## src/rtl/eag16_pkg.sv

```systemverilog
package eag16_pkg;

    typedef enum logic [2:0] {
        SEG_ES = 3'd0,
        SEG_CS = 3'd1,
        SEG_SS = 3'd2,
        SEG_DS = 3'd3,
        SEG_FS = 3'd4,
        SEG_GS = 3'd5
    } seg_code_e;

    localparam logic [2:0] GPR_BX = 3'd3;
    localparam logic [2:0] GPR_BP = 3'd5;
    localparam logic [2:0] GPR_SI = 3'd6;
    localparam logic [2:0] GPR_DI = 3'd7;

    typedef enum logic {
        ST_IDLE   = 1'b0,
        ST_RESULT = 1'b1
    } eag_state_e;

endpackage

```

## src/rtl/eag16_pair_sel.sv

```systemverilog
module eag16_pair_sel
    import eag16_pkg::*;
#(
    parameter int REG_W   = 16,
    parameter int NUM_GPR = 8
) (
    input  logic [1:0]               mod_f,
    input  logic [2:0]               rm_f,
    input  logic [NUM_GPR*REG_W-1:0] gpr_flat,
    output logic [REG_W-1:0]         val_a,
    output logic [REG_W-1:0]         val_b,
    output logic                     first_is_bp
);

    logic [2:0] idx_a;
    logic [2:0] idx_b;
    logic       use_a;
    logic       use_b;

    always_comb begin
        idx_a = GPR_BX;
        idx_b = GPR_SI;
        use_a = 1'b1;
        use_b = 1'b0;
        unique case (rm_f)
            3'd0: begin idx_a = GPR_BX; idx_b = GPR_SI; use_b = 1'b1; end
            3'd1: begin idx_a = GPR_BX; idx_b = GPR_DI; use_b = 1'b1; end
            3'd2: begin idx_a = GPR_BP; idx_b = GPR_SI; use_b = 1'b1; end
            3'd3: begin idx_a = GPR_BP; idx_b = GPR_DI; use_b = 1'b1; end
            3'd4: idx_a = GPR_SI;
            3'd5: idx_a = GPR_DI;
            3'd6: idx_a = GPR_BP;
            3'd7: idx_a = GPR_BX;
            default: idx_a = GPR_BX;
        endcase
        if (mod_f == 2'd0 && rm_f == 3'd6) begin
            use_a = 1'b0;
        end
    end

    assign val_a       = use_a ? gpr_flat[int'(idx_a)*REG_W +: REG_W] : '0;
    assign val_b       = use_b ? gpr_flat[int'(idx_b)*REG_W +: REG_W] : '0;
    assign first_is_bp = use_a && (idx_a == GPR_BP);

endmodule

```

## src/rtl/eag16_disp_ext.sv

```systemverilog
module eag16_disp_ext #(
    parameter int REG_W  = 16,
    parameter int SHORT_W = 8
) (
    input  logic [1:0]       mod_f,
    input  logic [2:0]       rm_f,
    input  logic [REG_W-1:0] disp_raw,
    output logic [REG_W-1:0] disp_eff
);

    localparam int PAD_W = REG_W - SHORT_W;

    always_comb begin
        unique case (mod_f)
            2'd0: disp_eff = (rm_f == 3'd6) ? disp_raw : '0;
            2'd1: disp_eff = {{PAD_W{disp_raw[SHORT_W-1]}}, disp_raw[SHORT_W-1:0]};
            2'd2: disp_eff = disp_raw;
            default: disp_eff = '0;
        endcase
    end

endmodule

```

## src/rtl/eag16_seg_check.sv

```systemverilog
module eag16_seg_check #(
    parameter int REG_W   = 16,
    parameter int LIN_W   = 32,
    parameter int NUM_SEG = 6,
    parameter int V86_W   = 20
) (
    input  logic [REG_W-1:0]         eff_addr,
    input  logic [2:0]               seg_sel,
    input  logic                     v86,
    input  logic [NUM_SEG*LIN_W-1:0] base_flat,
    input  logic [NUM_SEG*LIN_W-1:0] limit_flat,
    output logic [LIN_W-1:0]         linear,
    output logic                     lim_err,
    output logic                     seg_err
);

    logic [LIN_W-1:0] base_sel;
    logic [LIN_W-1:0] limit_sel;
    logic [LIN_W-1:0] ea_wide;
    logic [LIN_W-1:0] sum;

    assign seg_err   = (int'(seg_sel) >= NUM_SEG);
    assign base_sel  = seg_err ? '0 : base_flat[int'(seg_sel)*LIN_W +: LIN_W];
    assign limit_sel = seg_err ? '0 : limit_flat[int'(seg_sel)*LIN_W +: LIN_W];
    assign ea_wide   = {{(LIN_W-REG_W){1'b0}}, eff_addr};
    assign sum       = ea_wide + base_sel;
    assign lim_err   = !v86 && (ea_wide > limit_sel);

    generate
        if (LIN_W > V86_W) begin : g_mask
            assign linear = v86 ? {{(LIN_W-V86_W){1'b0}}, sum[V86_W-1:0]} : sum;
        end else begin : g_nomask
            assign linear = sum;
        end
    endgenerate

endmodule

```

## src/rtl/eag16_top.sv

```systemverilog
module eag16_top
    import eag16_pkg::*;
#(
    parameter int REG_W      = 16,
    parameter int NUM_GPR    = 8,
    parameter int LIN_W      = 32,
    parameter int NUM_SEG    = 6,
    parameter int V86_W      = 20,
    parameter int ADDR_BYTES = 2
) (
    input  logic                     clk,
    input  logic                     rst_n,
    input  logic                     in_valid,
    input  logic [1:0]               in_mod,
    input  logic [2:0]               in_rm,
    input  logic [REG_W-1:0]         in_disp,
    input  logic [NUM_GPR*REG_W-1:0] in_gpr,
    input  logic                     in_seg_ovr_en,
    input  logic [2:0]               in_seg_ovr,
    input  logic [NUM_SEG*LIN_W-1:0] in_seg_base,
    input  logic [NUM_SEG*LIN_W-1:0] in_seg_limit,
    input  logic [3:0]               in_addr_size,
    input  logic                     in_v86,
    output logic                     out_valid,
    output logic                     out_is_reg,
    output logic [2:0]               out_reg_idx,
    output logic [2:0]               out_seg,
    output logic [LIN_W-1:0]         out_linear,
    output logic                     out_err
);

    eag_state_e state_q;
    eag_state_e state_d;

    logic [REG_W-1:0] val_a;
    logic [REG_W-1:0] val_b;
    logic             first_is_bp;
    logic [REG_W-1:0] disp_eff;
    logic [REG_W-1:0] eff_addr;
    logic [2:0]       seg_sel;
    logic [LIN_W-1:0] linear_c;
    logic             lim_err;
    logic             seg_err;
    logic             size_err;
    logic             is_reg_c;
    logic             err_c;

    eag16_pair_sel #(.REG_W(REG_W), .NUM_GPR(NUM_GPR)) i_pair (
        .mod_f       (in_mod),
        .rm_f        (in_rm),
        .gpr_flat    (in_gpr),
        .val_a       (val_a),
        .val_b       (val_b),
        .first_is_bp (first_is_bp)
    );

    eag16_disp_ext #(.REG_W(REG_W)) i_disp (
        .mod_f    (in_mod),
        .rm_f     (in_rm),
        .disp_raw (in_disp),
        .disp_eff (disp_eff)
    );

    assign eff_addr = val_a + val_b + disp_eff;
    assign seg_sel  = in_seg_ovr_en ? in_seg_ovr : (first_is_bp ? SEG_SS : SEG_DS);

    eag16_seg_check #(.REG_W(REG_W), .LIN_W(LIN_W), .NUM_SEG(NUM_SEG), .V86_W(V86_W)) i_seg (
        .eff_addr   (eff_addr),
        .seg_sel    (seg_sel),
        .v86        (in_v86),
        .base_flat  (in_seg_base),
        .limit_flat (in_seg_limit),
        .linear     (linear_c),
        .lim_err    (lim_err),
        .seg_err    (seg_err)
    );

    assign size_err = (in_addr_size != 4'(ADDR_BYTES));
    assign is_reg_c = (in_mod == 2'd3);
    assign err_c    = size_err || (!is_reg_c && (lim_err || seg_err));

    // State register
    always_ff @(posedge clk) begin
        if (!rst_n) state_q <= ST_IDLE;
        else        state_q <= state_d;
    end

    // Next-state: GO_RESULT / CHAIN on a request, DONE / IDLE_WAIT otherwise
    always_comb begin
        state_d = state_q;
        unique case (state_q)
            ST_IDLE:   state_d = in_valid ? ST_RESULT : ST_IDLE;
            ST_RESULT: state_d = in_valid ? ST_RESULT : ST_IDLE;
            default:   state_d = ST_IDLE;
        endcase
    end

    // Output registers
    always_ff @(posedge clk) begin
        if (!rst_n) begin
            out_err     <= 1'b0;
            out_is_reg  <= 1'b0;
            out_reg_idx <= '0;
            out_seg     <= '0;
            out_linear  <= '0;
        end else if (in_valid) begin
            out_err     <= err_c;
            out_is_reg  <= !err_c && is_reg_c;
            out_reg_idx <= (!err_c && is_reg_c) ? in_rm : 3'd0;
            out_seg     <= (!err_c && !is_reg_c) ? seg_sel : 3'd0;
            out_linear  <= (!err_c && !is_reg_c) ? linear_c : '0;
        end else begin
            out_err     <= 1'b0;
        end
    end

    assign out_valid = (state_q == ST_RESULT);

    // Assertions
    assert_latency_R10: assert property (@(posedge clk) disable iff (!rst_n)
        in_valid |=> out_valid);
    assert_err_with_valid_R10: assert property (@(posedge clk) disable iff (!rst_n)
        out_err |-> out_valid);
    assert_regop_R2: assert property (@(posedge clk) disable iff (!rst_n)
        (in_valid && in_mod == 2'd3 && in_addr_size == 4'(ADDR_BYTES))
        |=> (out_is_reg && !out_err && out_reg_idx == $past(in_rm) && out_linear == '0));
    assert_size_err_R9: assert property (@(posedge clk) disable iff (!rst_n)
        (in_valid && in_addr_size != 4'(ADDR_BYTES)) |=> (out_err && !out_is_reg));
    assert_v86_mask_R8: assert property (@(posedge clk) disable iff (!rst_n)
        (in_valid && in_v86) |=> ((out_linear >> V86_W) == '0));
    assert_v86_nolimit_R7: assert property (@(posedge clk) disable iff (!rst_n)
        (in_valid && in_v86 && !in_seg_ovr_en && in_addr_size == 4'(ADDR_BYTES)) |=> !out_err);
    assert_reset_R11: assert property (@(posedge clk)
        !rst_n |=> (!out_valid && !out_err));

endmodule

```

## config.mk

```make
export PLATFORM = sky130hd
export DESIGN_NAME = eag16_top
export DESIGN_NICKNAME = d
export VERILOG_FILES = /design/src/rtl/eag16_pkg.sv /design/src/rtl/eag16_pair_sel.sv /design/src/rtl/eag16_disp_ext.sv /design/src/rtl/eag16_seg_check.sv /design/src/rtl/eag16_top.sv
export SDC_FILE = /design/constraint.sdc
export NUM_CORES = 1
export LEC_CHECK = 0
export BUFFER_PORTS_ARGS = -buffer_cell sky130_fd_sc_hd__buf_2
export CELL_PAD_IN_SITES_DETAIL_PLACEMENT = 1
export CELL_PAD_IN_SITES_GLOBAL_PLACEMENT = 1
export CORE_AREA = 2 2 231 233
export CTS_CLUSTER_SIZE = 16
export DETAILED_ROUTE_END_ITERATION = 6
export DIE_AREA = 0 0 233 235
export PLACE_DENSITY_LB_ADDON = 0.1
export SLEW_MARGIN = 20
export SYNTH_ARGS = -nofsm -noshare
export SYNTH_HDL_FRONTEND = slang
export SYNTH_SLANG_ARGS = --single-unit
```

## constraint.sdc

```tcl
create_clock -name clk -period 15.38 [get_ports clk]
set_clock_uncertainty 0.1 [all_clocks]
set_input_delay 1.538 -clock clk [delete_from_list [all_inputs] [get_ports clk]]
set_output_delay 1.538 -clock clk [all_outputs]
set_load 0.01 [all_outputs]
```

==> results.py <==
metrics = {
    "floorplan": {
        "ioPinCount": 586,
        "core.rowCount": 84,
        "dieArea_sq_um": 54800,
        "initial_utilization_pct": 14.1,
        "core_region_area_sq_um": 52200,
        "die_w_um": 233,
        "die_h_um": 235,
    },
    "clocking": {
        "cts_made_buffers": 5,
        "insertion_delay_ns": 0.30,
        "clockBufferDepth": 2,
        "ctsResizeCount": 0,
        "cts_tree": "built",
        "clkTransAtPathRegs_ns": 0.06,
        "h-tree-depth": 2,
        "post_cts_buffers": 0,
        "root_buffer": "clkbuf_16",
        "cts.sinks": 41,
        "ctsHoldBuffers": 0,
    },
    "critical_path": {
        "required_ns": 15.48,
        "cpPeakStageDelay_ns": 0.70,
        "crit_path_start_kind": "primary input",
        "path_common_cell": "nand2b_1",
        "worst_path_dominant_cell_family": "compound AO/OA/AOI/OAI gates",
        "path_buf_inv": 3,
        "worstPathMaxFanout": 27,
        "crit_type": "in -> reg",
        "slowest_stage": "nand4_2",
        "crit_arrival_ns": 8.53,
        "worstSetupEndpointType": "flop",
    },
    "global_route": {
        "grt_start_max_net_pins": 42,
        "grt_pass1_wl_mm": 63.3,
        "grt.total_usage_pct": 15.6,
        "antenna_found_initial": 9,
        "grt_overflow": 0,
        "grt_pass1_vias": 9463,
    },
    "synth": {
        "synth_flop_cell": "dfxtp_1",
        "syn_area_sq_um": 7370,
        "synth.most_common_cell": "nand2_1",
        "syn_area_per_cell_sq_um": 8.05,
        "ys_seq_elements": 41,
        "synth.area.top_cells": "dfxtp_1 11%, mux4_2 10%, mux2i_1 7.5%",
        "async_reset_ff_share_pct": 0,
        "synth_edf_count": 0,
        "netlist-cell-type-count": 83,
        "synth_area_leader_cell": "dfxtp_1",
        "yosysSeqAreaShare_pct": 11.1,
        "syn-instance-count": 915,
        "yosysTopAreaCellShare_pct": 11.1,
        "ys_top_cells_by_count": "131 x nand2_1, 85 x a21oi_1, 55 x mux2i_1",
        "synth_fp_nets": 1519,
        "yosys_warnings": 0,
    },
    "sta": {
        "relSlewSlack_pct": 43.5,
        "fin_crit_sh_pct": 54.8,
        "setup_viol": 0,
        "slew_violations": 0,
        "final.setup.tns_ns": 0,
        "max_freq_ghz": 0.119,
        "finalWorstPathRequiredPeriod_ns": 8.43,
        "holdWs_ns": 0.345,
        "rsz0062_at_grt": "false",
        "tightestPinTransition_ns": 0.840,
        "final-hold-violation-count": 0,
        "setup_slack_ns": 6.95,
    },
    "route": {
        "drtIter0Drc": 305,
        "vias_per_cell": 4.23,
        "wl_mm": 43.6,
        "route.detailed.drc": 0,
        "first_pass_iters": 4,
        "wl_per_cell_um": 20.8,
        "ant_nets": 0,
        "via_count": 8850,
    },
    "pwr": {
        "power.density_nw_per_um2": 82.0,
        "p_switching_uw": 437,
        "power_frac_clock_pct": 12.6,
        "swShare_pct": 48.9,
        "p_leak_nw": 5.16,
        "ir_drop_mv": 0.0457,
        "seqPwrFrac_pct": 12.2,
        "internal_power_uw": 456,
        "combPwrFrac_pct": 75.2,
    },
    "placement": {
        "portBuffers": 521,
        "post-place-ws_ns": 6.42,
        "hpwl_mm": 38.3,
        "gp_congestion": 0.893,
    },
    "cells_and_area": {
        "largest_registers": "out_linear (32), out_reg_idx (3), out_seg (3)",
        "nets": 2005,
        "multi_input_comb_area_sq_um": 6170,
        "register_area_sq_um": 821,
        "syn_to_final_growth_pct": 47.6,
        "layout-drive-gt1-share_pct": 45.7,
        "largest_register_ff_count": 32,
        "regMostFlops": "out_linear",
        "n_fill_cell": 6346,
    },
    "worst_hold_path": {
        "hp-class": "reg -> reg",
    },
    "status": {
        "outcome": "complete, no violations",
    },
    "run": {
        "maxCapViolations": 0,
    },
}
[power groups by stage]
| stage | Clock, mW | Sequential (mW) | Combinational (mW) |
|---|---|---|---|
| floorplan | 0 | 0.112 | 0.443 |
| CTS | 0.122 | 0.109 | 0.692 |
| global placement | 0 | 0.111 | 0.683 |
| finish | 0.112 | 0.109 | 0.671 |
| global route | 0.124 | 0.109 | 0.761 |
| detailed placement | 0 | 0.111 | 0.688 |
[per-stage QoR]
step                      power (mW)  instances  area, sq um  utilization [%]
after floorplan                0.555        915         7370                -
after global placement         0.794       2081        10700             20.5
after detailed placement       0.799       2082        10700             20.5
after CTS                      0.922       2089        10900             20.8
after global routing           0.994       2091        10900             20.8
final                          0.892       2092        10900             20.8
[cells by family after synthesis]
family | Yosys count | synth area share [%]
AO/OA/AOI/OAI | 264 | 24.9
XOR/XNOR | 44 | 5.42
adder cells (fa/ha/maj) | 60 | 11.9
buffers and inverters | 98 | 5.64
flip-flops | 41 | 11.1
multiplexers | 106 | 20.3
AND/OR/NAND/NOR | 302 | 20.7
[path summary, 6_finish.rpt]
path	end	from	depth (start not counted)	slack [ns]
worst max-delay path	out_linear[21]$_SDFFE_PN0P_	in_rm[2]	25	6.95
worst min-delay path	out_linear[10]$_SDFFE_PN0P_	out_linear[10]$_SDFFE_PN0P_	2	0.35
worst max register to register	out_linear[1]$_SDFFE_PN0P_	out_linear[1]$_SDFFE_PN0P_	2	14.58
worst min register to register	out_linear[10]$_SDFFE_PN0P_	out_linear[10]$_SDFFE_PN0P_	2	0.35
[worst min-delay path, delay by kind of cell (launching register included)]
family          cells  cell delay (ns)
simple gates        1             0.05
compound gates      1             0.05
flops               1             0.31
[cell type report]
cell class                 count  share of cell area [%]
clock inverter                 1                  0.0690
timing repair buffer         533                    24.9
antenna                        3                  0.0690
inverter                      44                    1.52
tap                          688                    7.91
clock buffer                   6                    1.28
sequential                    41                    7.55
multi-input combinational    776                    56.7
[cell usage in the layout (no fill, tap or decap), types with 22 or more instances in the layout]
cell / count
o21ai_1: 22
nand3_1: 22
nor4_1: 26
nor2_1: 36
o21ai_0: 39
nand2_1: 130
inv_1: 44
ha_1: 42
mux4_2: 33
buf_2: 521
xnor2_1: 31
mux2i_1: 55
a21oi_1: 85
dfxtp_1: 41
[metal layers]
layer | vias to the layer above | wire length [um] | GRT usage [%]
li1 | 4389 | - | -
met1 | 4209 | 19600 | 20.1
met2 | 208 | 21000 | 26.6
met3 | 32 | 2480 | 3.92
met4 | 12 | 424 | 2.20
met5 | - | 69 | 0
Note: power is estimated with default switching activity, not from simulation.
